[config.mk]
export PLATFORM = sky130hd
export DESIGN_NAME = wdog_top
export DESIGN_NICKNAME = d
export VERILOG_FILES = /design/src/rtl/wdog_pkg.sv /design/src/rtl/wdog_regs.sv /design/src/rtl/wdog_counter.sv /design/src/rtl/wdog_top.sv
export SDC_FILE = /design/constraint.sdc
export NUM_CORES = 1
export LEC_CHECK = 0
export CAP_MARGIN = 20
export CORE_MARGIN = 1.5
export CORE_UTILIZATION = 30
export CTS_BUF_LIST = sky130_fd_sc_hd__clkbuf_4
export DETAILED_ROUTE_END_ITERATION = 10
export PLACE_DENSITY = 0.55
export SLEW_MARGIN = 10
export SYNTH_ARGS = -nofsm -noshare
export SYNTH_HDL_FRONTEND = slang
export SYNTH_SLANG_ARGS = --single-unit
[constraint.sdc]
create_clock -name clk_i -period 3.14 [get_ports clk_i]
set_input_delay 0.942 -clock clk_i [delete_from_list [all_inputs] [get_ports clk_i]]
set_output_delay 0.942 -clock clk_i [all_outputs]
set_load 0.02 [all_outputs]
[src/rtl/wdog_pkg.sv]
package wdog_pkg;
  localparam int unsigned ADDR_W = 3;
  localparam logic [31:0] UNLOCK_KEY = 32'h1ACC_E551;

  typedef enum logic [ADDR_W-1:0] {
    A_LOAD   = 3'd0,
    A_COUNT  = 3'd1,
    A_CTRL   = 3'd2,
    A_CLEAR  = 3'd3,
    A_MASK   = 3'd4,
    A_STATUS = 3'd5,
    A_LOCK   = 3'd6
  } wdog_addr_e;
endpackage

[src/rtl/wdog_regs.sv]
module wdog_regs
  import wdog_pkg::*;
#(
  parameter int unsigned DW = 32
) (
  input  logic              clk_i,
  input  logic              rst_ni,
  input  logic              we_i,
  input  logic [ADDR_W-1:0] addr_i,
  input  logic [DW-1:0]     wdata_i,
  input  logic [DW-1:0]     cnt_i,
  input  logic              pend_i,
  output logic [DW-1:0]     rdata_o,
  output logic [DW-1:0]     load_o,
  output logic              load_wr_o,
  output logic              clr_o,
  output logic              en_o,
  output logic              rst_en_o,
  output logic              mask_o
);
  logic [DW-1:0] load_q;
  logic en_q, rst_en_q, mask_q, locked_q;
  logic wr_load, wr_ctrl, wr_mask, wr_lock;

  assign wr_load = we_i && addr_i == A_LOAD && !locked_q;
  assign wr_ctrl = we_i && addr_i == A_CTRL && !locked_q;
  assign wr_mask = we_i && addr_i == A_MASK && !locked_q;
  assign wr_lock = we_i && addr_i == A_LOCK;

  always_ff @(posedge clk_i or negedge rst_ni) begin
    if (!rst_ni) begin
      load_q   <= '1;
      en_q     <= 1'b0;
      rst_en_q <= 1'b0;
      mask_q   <= 1'b0;
      locked_q <= 1'b0;
    end else begin
      if (wr_load) load_q <= wdata_i;
      if (wr_ctrl) begin
        en_q     <= en_q | wdata_i[0];  // enable is set-only
        rst_en_q <= wdata_i[1];
      end
      if (wr_mask) mask_q <= wdata_i[0];
      if (wr_lock) locked_q <= (wdata_i != DW'(UNLOCK_KEY));
    end
  end

  always_comb begin
    rdata_o = '0;
    case (addr_i)
      A_LOAD:   rdata_o = load_q;
      A_COUNT:  rdata_o = cnt_i;
      A_CTRL:   rdata_o[1:0] = {rst_en_q, en_q};
      A_MASK:   rdata_o[0] = mask_q;
      A_STATUS: rdata_o[1:0] = {pend_i & ~mask_q, pend_i};
      A_LOCK:   rdata_o[0] = locked_q;
      default:  rdata_o = '0;
    endcase
  end

  assign load_o    = load_q;
  assign load_wr_o = wr_load;
  assign clr_o     = we_i && addr_i == A_CLEAR;
  assign en_o      = en_q;
  assign rst_en_o  = rst_en_q;
  assign mask_o    = mask_q;

  AST_EN_STICKY: assert property (@(posedge clk_i) disable iff (!rst_ni)
    en_q |=> en_q);
  AST_LOCK_GUARDS_LOAD: assert property (@(posedge clk_i) disable iff (!rst_ni)
    (locked_q && we_i && addr_i == A_LOAD) |=> $stable(load_q));
  AST_LOCK_GUARDS_MASK: assert property (@(posedge clk_i) disable iff (!rst_ni)
    (locked_q && we_i && addr_i == A_MASK) |=> $stable(mask_q));
endmodule

[src/rtl/wdog_counter.sv]
module wdog_counter #(
  parameter int unsigned DW = 32
) (
  input  logic          clk_i,
  input  logic          rst_ni,
  input  logic          en_i,
  input  logic          rst_en_i,
  input  logic [DW-1:0] load_i,
  input  logic          load_wr_i,
  input  logic [DW-1:0] load_data_i,
  input  logic          clr_i,
  output logic [DW-1:0] cnt_o,
  output logic          pend_o,
  output logic          rst_req_o
);
  logic [DW-1:0] cnt_q;
  logic pend_q, halt_q, rst_q;
  logic at_zero;

  assign at_zero = (cnt_q == '0);

  always_ff @(posedge clk_i or negedge rst_ni) begin
    if (!rst_ni) begin
      cnt_q  <= '1;
      pend_q <= 1'b0;
      halt_q <= 1'b0;
      rst_q  <= 1'b0;
    end else begin
      rst_q <= 1'b0;
      if (clr_i) pend_q <= 1'b0;
      if (!halt_q) begin
        if (load_wr_i) begin
          cnt_q <= load_data_i;
        end else if (clr_i) begin
          cnt_q <= load_i;
        end else if (en_i) begin
          if (!at_zero) begin
            cnt_q <= cnt_q - 1'b1;
          end else if (!pend_q) begin
            pend_q <= 1'b1;
            cnt_q  <= load_i;
          end else if (rst_en_i) begin
            rst_q  <= 1'b1;
            halt_q <= 1'b1;  // frozen at zero until block reset
          end else begin
            cnt_q <= load_i;
          end
        end
      end
    end
  end

  assign cnt_o     = cnt_q;
  assign pend_o    = pend_q;
  assign rst_req_o = rst_q;

  AST_RST_ONE_CYCLE: assert property (@(posedge clk_i) disable iff (!rst_ni)
    rst_q |=> !rst_q);
  AST_RST_CAUSE: assert property (@(posedge clk_i) disable iff (!rst_ni)
    $rose(rst_q) |-> ($past(pend_q) && $past(rst_en_i)));
  AST_HALT_AT_ZERO: assert property (@(posedge clk_i) disable iff (!rst_ni)
    halt_q |-> at_zero);
  AST_LOAD_KEEPS_PEND: assert property (@(posedge clk_i) disable iff (!rst_ni)
    (pend_q && load_wr_i) |=> pend_q);
  AST_CLEAR_DROPS_PEND: assert property (@(posedge clk_i) disable iff (!rst_ni)
    clr_i |=> !pend_o);
endmodule

[src/rtl/wdog_top.sv]
module wdog_top
  import wdog_pkg::*;
#(
  parameter int unsigned DW = 32
) (
  input  logic              clk_i,
  input  logic              rst_ni,
  input  logic              we_i,
  input  logic [ADDR_W-1:0] addr_i,
  input  logic [DW-1:0]     wdata_i,
  output logic [DW-1:0]     rdata_o,
  output logic              irq_o,
  output logic              rst_req_o
);
  logic [DW-1:0] cnt, load;
  logic pend, load_wr, clr, en, rst_en, mask;

  wdog_regs #(.DW(DW)) u_regs (
    .clk_i, .rst_ni, .we_i, .addr_i, .wdata_i,
    .cnt_i(cnt), .pend_i(pend), .rdata_o,
    .load_o(load), .load_wr_o(load_wr), .clr_o(clr),
    .en_o(en), .rst_en_o(rst_en), .mask_o(mask)
  );

  wdog_counter #(.DW(DW)) u_cnt (
    .clk_i, .rst_ni, .en_i(en), .rst_en_i(rst_en),
    .load_i(load), .load_wr_i(load_wr), .load_data_i(wdata_i),
    .clr_i(clr), .cnt_o(cnt), .pend_o(pend), .rst_req_o
  );

  assign irq_o = pend & ~mask;

  AST_IRQ_NEEDS_EN: assert property (@(posedge clk_i) disable iff (!rst_ni)
    irq_o |-> en);
endmodule

==> summary.md, run 1 <==
The detailed-route wire length per cell is 17.9 um. The largest fanout on the critical path was 7; the layout overhead on the synthesized area was 30.4%. For the remaining design rule violation count, the log shows 0. The tree is rooted in a clkbuf_4. Required time of the critical path: 2.20 ns.

The cell count after synthesis is 493. In the layout the commonest cells are nand2_1 (109), dfstp_2 (64), buf_4 (41). The final worst clock skew is 0.0211 ns, and the first-pass GRT wire length is 22,900 um. The H-tree was split into 3 levels. The total nets after synthesis is 533. The tool flagged a number of max-cap violations equal to 0. The power density relative to cell area works out to 642 nW/um^2.

The routed wire length came out at 14,000 um. The worst hold path belongs to the class reg -> reg. The cell area that synthesis handed to floorplanning was 4410 um^2.

The fraction of layout cells with a size suffix above 1 came out at 0.328. The path type of the worst setup path is in -> out. The synthesized design contains 0 enable-type register cells. The fraction of synthesis flops using an asynchronous set or reset pin came out at 1.00. The total overflow reported by the global router was 0. The leading cell type in the layout, fill and taps excluded was nand2_1. The number of clock buffers added by TritonCTS is 9. Each instance of the synthesized netlist takes up on average 8.94 um^2. After synthesis the netlist holds a flip-flop and latch count of 71. The placement-stage worst setup slack is -0.676 ns. The HPWL after detailed placement is 9970 um. The logs give 15,400 um^2 for the full die area and 44 for the number of placement rows. VDD sags by at most 0.218 mV. The tools report the total global-route track usage as 0.185. In the synthesized netlist the dominant register cell turns out to be dfstp_2. The number of hold buffers added after CTS was 0. The sequential area share after synthesis is 0.421. Data arrives at the worst endpoint at 2.14 ns. The first routing iteration left 226 violations. Pin placement for this block handled 72 I/O pins.

For the count of unique library cells instantiated by Yosys, the log shows 66. The final route contains 4,204 vias. The analysis attributes to cell leakage a power of 0.00246 uW. The maximum achievable frequency was 324 MHz. Die outline width: 124 um.

The via density per instance came out at 5.38. TritonCTS built the clock tree. The pin slew with the least headroom to its limit was 0.747 ns. The core region is 14,400 um^2. Setup violations remaining at the end of the flow were counted as 0. The number of I/O port buffers was 71. Setup repair after global routing left no endpoint under its margin. The number of hold-slack violations in the final timing report is 0, and the clock sink count is 71.

At the later pin of the worst-skew pair, clock insertion delay measures 0.44 ns. The worst setup path is launched from an input pin. Relative slew slack: 0.500.

The logs give 0 for the count of synthesis-stage warnings from yosys and 0 for the post-detailed-route count of antenna-violating nets. The final standard cell count with taps included and fillers excluded is 781. The via count of the first global-routing pass is 4,305. The die span in y is 124 um. Initial core utilization: 0.306. The share of the clock period used by the worst path after layout is 0.982. The repair_antennas step left the layout with diodes totalling 0. After the last flow step, the layout net total stands at 632. Walking the worst path, the cells encountered are clkdlybuf4s15_2 > buf_4 > mux4_2 > inv_1 > o22ai_1 > dlygate4sd2_1.

STA classifies the critical path endpoint as an output pin. For the number of max-slew violations in the final report, the log shows 0. Initial antenna violation count: 0. At the end of routability-driven placement, the weighted congestion stood at 0.831.

For the largest net degree at the start of global routing, the log shows 44. Final critical delay including setup and external delays: 3.08 ns. In this design, the stage delay of the slowest critical-path cell is 0.33 ns. Grouping stages by cell kind, the critical path spends the most delay in buffers and inverters. After clock tree synthesis, the clock-pin slew on the worst setup and hold paths is 0.11 ns. Buffers plus inverters on the worst setup path: 4. The tools report the worst path setup slack after routing as 0.0556 ns. The flow ran to the end, and the final reports show no timing, DRC or antenna violations. After detailed placement, the design holds a cell count of 761. The run gives 2 as the maximum clock path buffer count.

The first-pass iteration count of the detailed router is 4. On the critical path, the stage with the largest delay is an instance of dlygate4sd2_1.
[metal layers]
layer | track usage | share of wire | routed length (um) | vias to the layer above
met3 | 0.0336 | 0.051 | 708 | 20
met2 | 0.286 | 0.46 | 6470 | 120
li1 | - | - | - | 2017
met1 | 0.258 | 0.47 | 6530 | 2047
met5 | 0 | 0 | 0 | -
met4 | 0.0663 | 0.021 | 298 | 0
[flip-flops by register name, summed over array words and instances, names as in the netlist]
signal	flops
u_cnt.cnt_o	32
u_regs.mask_o	1
u_regs.locked_q	1
u_regs.rst_en_o	1
u_regs.load_o	32
u_cnt.pend_o	1
u_cnt.rst_req_o	1
u_regs.en_o	1
u_cnt.halt_q	1
[per-stage QoR]
stage	util	instance area (um^2)	setup TNS, ns	power [uW]	hold slack [ns]
floorplan	-	4410	0	2510	0.442
detailed placement	0.392	5660	-24.31	3060	0.458
finish	0.398	5750	0	3690	0.474
global placement	0.392	5660	-22.96	3020	0.451
CTS	0.408	5890	0	3740	0.475
global route	0.398	5750	0	3930	0.499
[timing repair]
item | CTS | global route
gates cloned | 1 | 0
endpoints found under the hold margin | 0 | 0
pin swaps | 1 | 0
endpoints found under the setup margin | 32 | 27
buffers inserted | 2 | 0
resized for setup | 110 | 28
[cells by family after synthesis]
| logic type | after synthesis | synth area share |
|---|---|---|
| mux | 8 | 0.0221 |
| xor+xnor | 10 | 0.0199 |
| fa+ha+maj | 2 | 0.00568 |
| flops | 71 | 0.421 |
| buf+inv | 44 | 0.0437 |
| compound gates | 135 | 0.223 |
| simple gates | 223 | 0.264 |
[path summary, 6_finish.rpt]
check | startpoint | to | slack (ns) | depth (start not counted)
hold / removal | u_regs.load_o[11] | u_regs.load_o[11] | 0.47 | 2
setup reg to reg | u_cnt.cnt_o[0] | u_cnt.cnt_o[8] | 0.58 | 9
setup / recovery | addr_i[0] | rdata_o[0] | 0.06 | 6
hold reg to reg | u_regs.load_o[11] | u_regs.load_o[11] | 0.47 | 2
min in group asynchronous | rst_ni | u_regs.mask_o | 0.54 | 1
max in group asynchronous | rst_ni | u_regs.load_o[14] | 1.82 | 2
[report_power, final]
| group | leakage [uW] | internal, uW | total, uW | switching, uW |
|---|---|---|---|---|
| combinational | 0.00161 | 595 | 1220 | 625 |
| clock | 0.0000883 | 336 | 677 | 341 |
| sequential | 0.000759 | 1400 | 1790 | 393 |
[layout make-up]
type / instances / area, um^2
Clock buffer: 11 / 82.6
Clock inverter: 5 / 73.8
Fill cell: 1503 / 8680
Inverter: 11 / 41.3
Multi-Input combinational cell: 378 / 2400
Sequential cell: 71 / 1860
Tap cell: 184 / 230
Timing Repair Buffer: 121 / 1060
[cell usage after synthesis, types with 5 or more instances]
| library cell | n | area share |
|---|---|---|
| clkbuf_1 | 15 | 0.013 |
| dfstp_2 | 64 | 0.38 |
| nand2_1 | 109 | 0.093 |
| inv_1 | 11 | 0.0094 |
| buf_2 | 13 | 0.015 |
| nor4bb_1 | 5 | 0.011 |
| dfrtp_1 | 7 | 0.040 |
| a31oi_1 | 18 | 0.026 |
| nor2_1 | 32 | 0.027 |
| nor3_1 | 17 | 0.019 |
| xnor2_1 | 7 | 0.014 |
| a211o_1 | 5 | 0.0099 |
| a21oi_1 | 19 | 0.022 |
| nand4_1 | 11 | 0.016 |
| nand2b_1 | 5 | 0.0071 |
| a22o_1 | 38 | 0.076 |
| o21ai_0 | 15 | 0.017 |
| nand3_1 | 9 | 0.010 |
[worst register-to-register path: cells and delay by family (launching register included)]
family                     cells  cell delay, ns
buffers and inverters          2            0.37
and+or+nand+nor                2            0.27
DFF                            1            0.61
adders and majority gates      1            0.23
AOI/OAI and AO/OA              4            1.02
Note: power is estimated with default switching activity, not from simulation.
==> run 2: changes to the inputs <==
--- a/config.mk
+++ b/config.mk
@@ -10,8 +10,9 @@
 export CORE_UTILIZATION = 30
 export CTS_BUF_LIST = sky130_fd_sc_hd__clkbuf_4
 export DETAILED_ROUTE_END_ITERATION = 10
-export PLACE_DENSITY = 0.55
+export PLACE_DENSITY = 0.54
 export SLEW_MARGIN = 10
 export SYNTH_ARGS = -nofsm -noshare
 export SYNTH_HDL_FRONTEND = slang
+export SYNTH_HIERARCHICAL = 1
 export SYNTH_SLANG_ARGS = --single-unit
==> run 2 against run 1 <==
Compared with the run above:
- clock power shrank 10%
- die area up 12%
- sequential share of layout area fell by 2.3 points
- clock skew is 0.0091 ns lower
- critical path depth up 1
- flip-flop and latch count unchanged
- first-iteration DRC count increased by 71%
- power rose by 2.9%
- count of clock-buffer cells in the layout unchanged
- global-route usage grew 0.48 points
- wire length rose by 14%
- largest power group unchanged
==> summary.md, run 2 <==
The run finished with clean final reports. STA classifies the critical path startpoint as an input pin. The buffers plus inverters on the worst setup path is 5 (+1).

Fraction of layout cells with a size suffix above 1: 0.390 (+0.0615). The fraction of synthesis flops using an asynchronous set or reset pin came out at 1.00 (unchanged). Compared with the post-synthesis result, the final layout area differs by 24.7%.

The critical path in this run is classified as in -> out. The sequential area share after synthesis was 0.375 (-0.0468). Placement-stage worst setup slack: -0.606 ns (+0.0700 ns). For the maximum achievable frequency, the log shows 327 MHz (+0.87%). The tools report the endpoint of the worst register-to-register path as u_cnt/cnt_o[2].

The maximum clock path buffer count was 2 (unchanged). The path depth of the worst reg2reg path came out at 7 (-2). The logs give 807 (+3.3%) for the final standard cell count with taps included and fillers excluded and 46 (+4.5%) for the number of placement rows. The clock input transition at the sequential cells of the worst setup and hold paths works out to 0.12 ns (about the same).

The number of max-slew violations in the final report is 0 (unchanged), and the final worst clock skew is 0.0120 ns (-0.00906 ns). STA classifies the critical path endpoint as an output pin. The run gives 0.189 (+0.00482) as the total global-route track usage. Setup repair after global routing left no endpoint under its margin.

The leakage component of the power was 0.00248 uW (+0.90%). The cell count after synthesis was 484 (-1.8%). The run gives 0 (unchanged) as the post-detailed-route count of antenna-violating nets.

Ranked by total cell area, the synthesized netlist is headed by dfstp_2 (34%), mux2_4 (8.8%), a22o_1 (5.7%), a21oi_1 (4.4%), nor2_1 (3.8%). The worst hold path belongs to the class in -> async. The power density relative to cell area works out to 614 nW/um^2 (-4.4%). The tools report the first-pass iteration count of the detailed router as 5 (+1). The die outline width was 132 um (+5.9%). The required time of the critical path is 2.20 ns (about the same), and the via count is 4,472 (+6.4%).

The final critical delay including setup and external delays was 3.06 ns (-0.0265 ns). The core box area came out at 16,000 um^2 (+11%). The share of the clock period used by the worst path after layout was 0.974 (-0.00843); the final net count was 625 (-1.1%). The logs give 387 (+71%) for the first-iteration detailed-routing DRC count and 3 (unchanged) for the H-tree depth. The via count of the first global-routing pass was 4,502 (+4.6%); the hold-fix buffer count after cts was 0 (unchanged). The clock latency reported for the late side of the worst-skew pair came out at 0.46 ns (+0.02 ns). The run gives 78 (+18%) as the count of unique library cells instantiated by Yosys. In this design, the largest share of critical-path delay is due to buffers and inverters. The run gives 33 (-25%) as the largest net degree at the start of global routing. The run gives 2.12 ns (-0.02 ns) as the worst path arrival time.

The leading cell type in the layout, fill and taps excluded is dfstp_2. The via density per instance was 5.54 (+2.9%); the number of buffers created by CTS was 9 (unchanged). The first-pass GRT wire length was 26,000 um (+13%). In the layout the commonest cells are dfstp_2 (64), nor2_1 (50), buf_4 (45). The number of cells after detailed placement came out at 784 (+3.0%). The relative slew slack is 0.558 (+0.0581), and the total overflow reported by the global router is 0 (unchanged).

The largest stage delay on the critical path works out to 0.26 ns (-0.07 ns). The run gives 1,638 (+9.0%) as the count of filler cells inserted in the layout. The clock sink count came out at 71 (unchanged).

The pin slew with the least headroom to its limit is 0.663 ns (-0.0837 ns), and the count of max-cap constraint violations is 0 (unchanged). The worst path setup slack after routing was 0.0821 ns (+0.0265 ns); the number of setup violations in the final report was 0 (unchanged). The run gives 524 (-1.7%) as the total nets after synthesis. The synthesized flop and latch total came out at 71 (unchanged).

The routability congestion estimate from global placement was 0.871 (+4.8%). The tools report the worst hold-check slack as 0.414 ns (-0.0595 ns). Walking the worst path, the cells encountered are clkdlybuf4s15_1 > buf_6 > nor3b_4 > buf_6 > buf_6 > a22o_1 > buf_2.

The initial core utilization came out at 0.310 (+0.00430). The initial antenna violation count came out at 1 (+1). In this run the critical register-to-register path is launched from u_cnt/cnt_o[16]. The largest fanout on the critical path was 8 (+1); the die span in y was 132 um (+5.9%). Sorting the synthesized cells by how often they occur yields dfstp_2 (64), nor2_1 (50), a21oi_1 (44). The number of synthesized flops with an enable pin came out at 0 (unchanged). The most used cell along the critical path was buf_6.

The number of hold-slack violations in the final timing report came out at 0 (unchanged). The cell sitting at the root of the clock tree is a clkbuf_4. The estimated wirelength of the detail-placed design was 11,200 um (+12%); the detailed-route wire length per cell was 19.8 um (+11%). The tools report the boundary pin count as 72 (unchanged). The library cell occupying the most area in the post-synthesis netlist is dfstp_2. The remaining design rule violation count was 0 (unchanged); the worst voltage drop across the vdd grid was 0.232 mV (+6.4%). The run gives 17,300 um^2 (+12%) as the full die area.

The run gives 4960 um^2 (+12%) as the post-synthesis instance area. The run gives 16,000 um (+14%) as the routed wire length. The area share of the leading cell type in the synthesized netlist was 0.339 (-0.0424). The dominant cell by count in the synthesized netlist is dfstp_2. The number of I/O port buffers was 71 (unchanged); the slack of the worst reg-to-reg path was 0.63 ns (+0.05 ns). The tools report the count of synthesis-stage warnings from yosys as 6 (+6).

The cell type of the slowest stage on the worst timing path was nor3b_4. The commonest register cell after synthesis is dfstp_2. TritonCTS built the clock tree. The post-synthesis area per instance works out to 10.2 um^2 (+15%).
run 2: cell count changes in the layout (fill, tap and decap cells not counted), moves of 6 or more:
cell,previous run,this run
o211ai_1,3,11
nor2_1,31,50
mux2_4,0,29
nor3_1,17,7
nand2_1,109,20
nor4_1,3,11
buf_6,0,7
a31oi_1,17,8
buf_12,9,3
a21oi_1,19,44
run 2: cells by family (layout without fill, tap and decap cells):
logic type,Yosys count,in the layout,synth area share
multiplexers,42,42,0.116
AO/OA/AOI/OAI,158,158,0.233
adder cells (fa/ha/maj),2,2,0.00505
other,0,1,0
XOR/XNOR,12,12,0.0212
buffers and inverters,41,147,0.0515
AND/OR/NAND/NOR,158,158,0.199
flip-flops,71,71,0.375
run 2: power by group:
part | switching (uW) | internal (uW) | total [uW]
registers | 473 | 1440 | 1910
logic | 604 | 673 | 1280
clock network | 352 | 254 | 606
run 2: how the worst max path moves through the flow:
stage,from,cells past startpoint,to
after floorplan,addr_i[1],12,u_cnt/cnt_o[18]
after global placement,addr_i[1],5,rdata_o[15]
after detailed placement,addr_i[1],5,rdata_o[1]
after CTS,addr_i[2],7,rdata_o[19]
after global routing,addr_i[0],6,rdata_o[19]
final,addr_i[2],7,rdata_o[18]
run 2: per-layer routing:
| metal | vias to the layer above | track usage | wire length [um] |
|---|---|---|---|
| li1 | 2066 | - | - |
| met1 | 2220 | 0.267 | 7600 |
| met2 | 160 | 0.287 | 7170 |
| met3 | 26 | 0.0313 | 838 |
| met4 | 0 | 0.0772 | 388 |
| met5 | - | 0 | 0 |
run 2: what timing repair did:
| action | in CTS | in global routing |
|---|---|---|
| pin swaps | 2 | 3 |
| cloned | 2 | 0 |
| endpoints found under the setup margin | 32 | 24 |
| resized for setup | 143 | 9 |
| setup buffers | 4 | 2 |
run 2: final cells by class:
cell class / instances / area (um^2) / share of cell area
multi-input cells: 372 / 2870 / 0.465
flip-flops and latches: 71 / 1860 / 0.300
diodes: 1 / 2.50 / 0.000405
well taps: 216 / 270 / 0.0437
repair buffers: 123 / 1020 / 0.165
clock inverters: 5 / 48.8 / 0.00789
inverters: 8 / 30.0 / 0.00486
clock buffers: 11 / 82.6 / 0.0134
run 2: metrics by stage:
| stage | setup TNS [ns] | total power, uW | utilization | cell area [um^2] |
|---|---|---|---|---|
| 2_1_floorplan | 0 | 2700 | - | 4960 |
| 3_3_place_gp | -24.11 | 3190 | 0.382 | 6110 |
| 3_5_place_dp | -25.70 | 3220 | 0.382 | 6110 |
| 4_1_cts | 0 | 3810 | 0.385 | 6170 |
| 5_1_grt | 0 | 4030 | 0.386 | 6180 |
| 6_report | 0 | 3800 | 0.386 | 6180 |
run 2: worst reg2reg max path, delay by kind of cell, from the launching register on:
family / cells / cell delay [ns]
simple gates: 3 / 1.33
buf+inv: 1 / 0.26
flops: 1 / 0.42
compound gates: 3 / 0.45
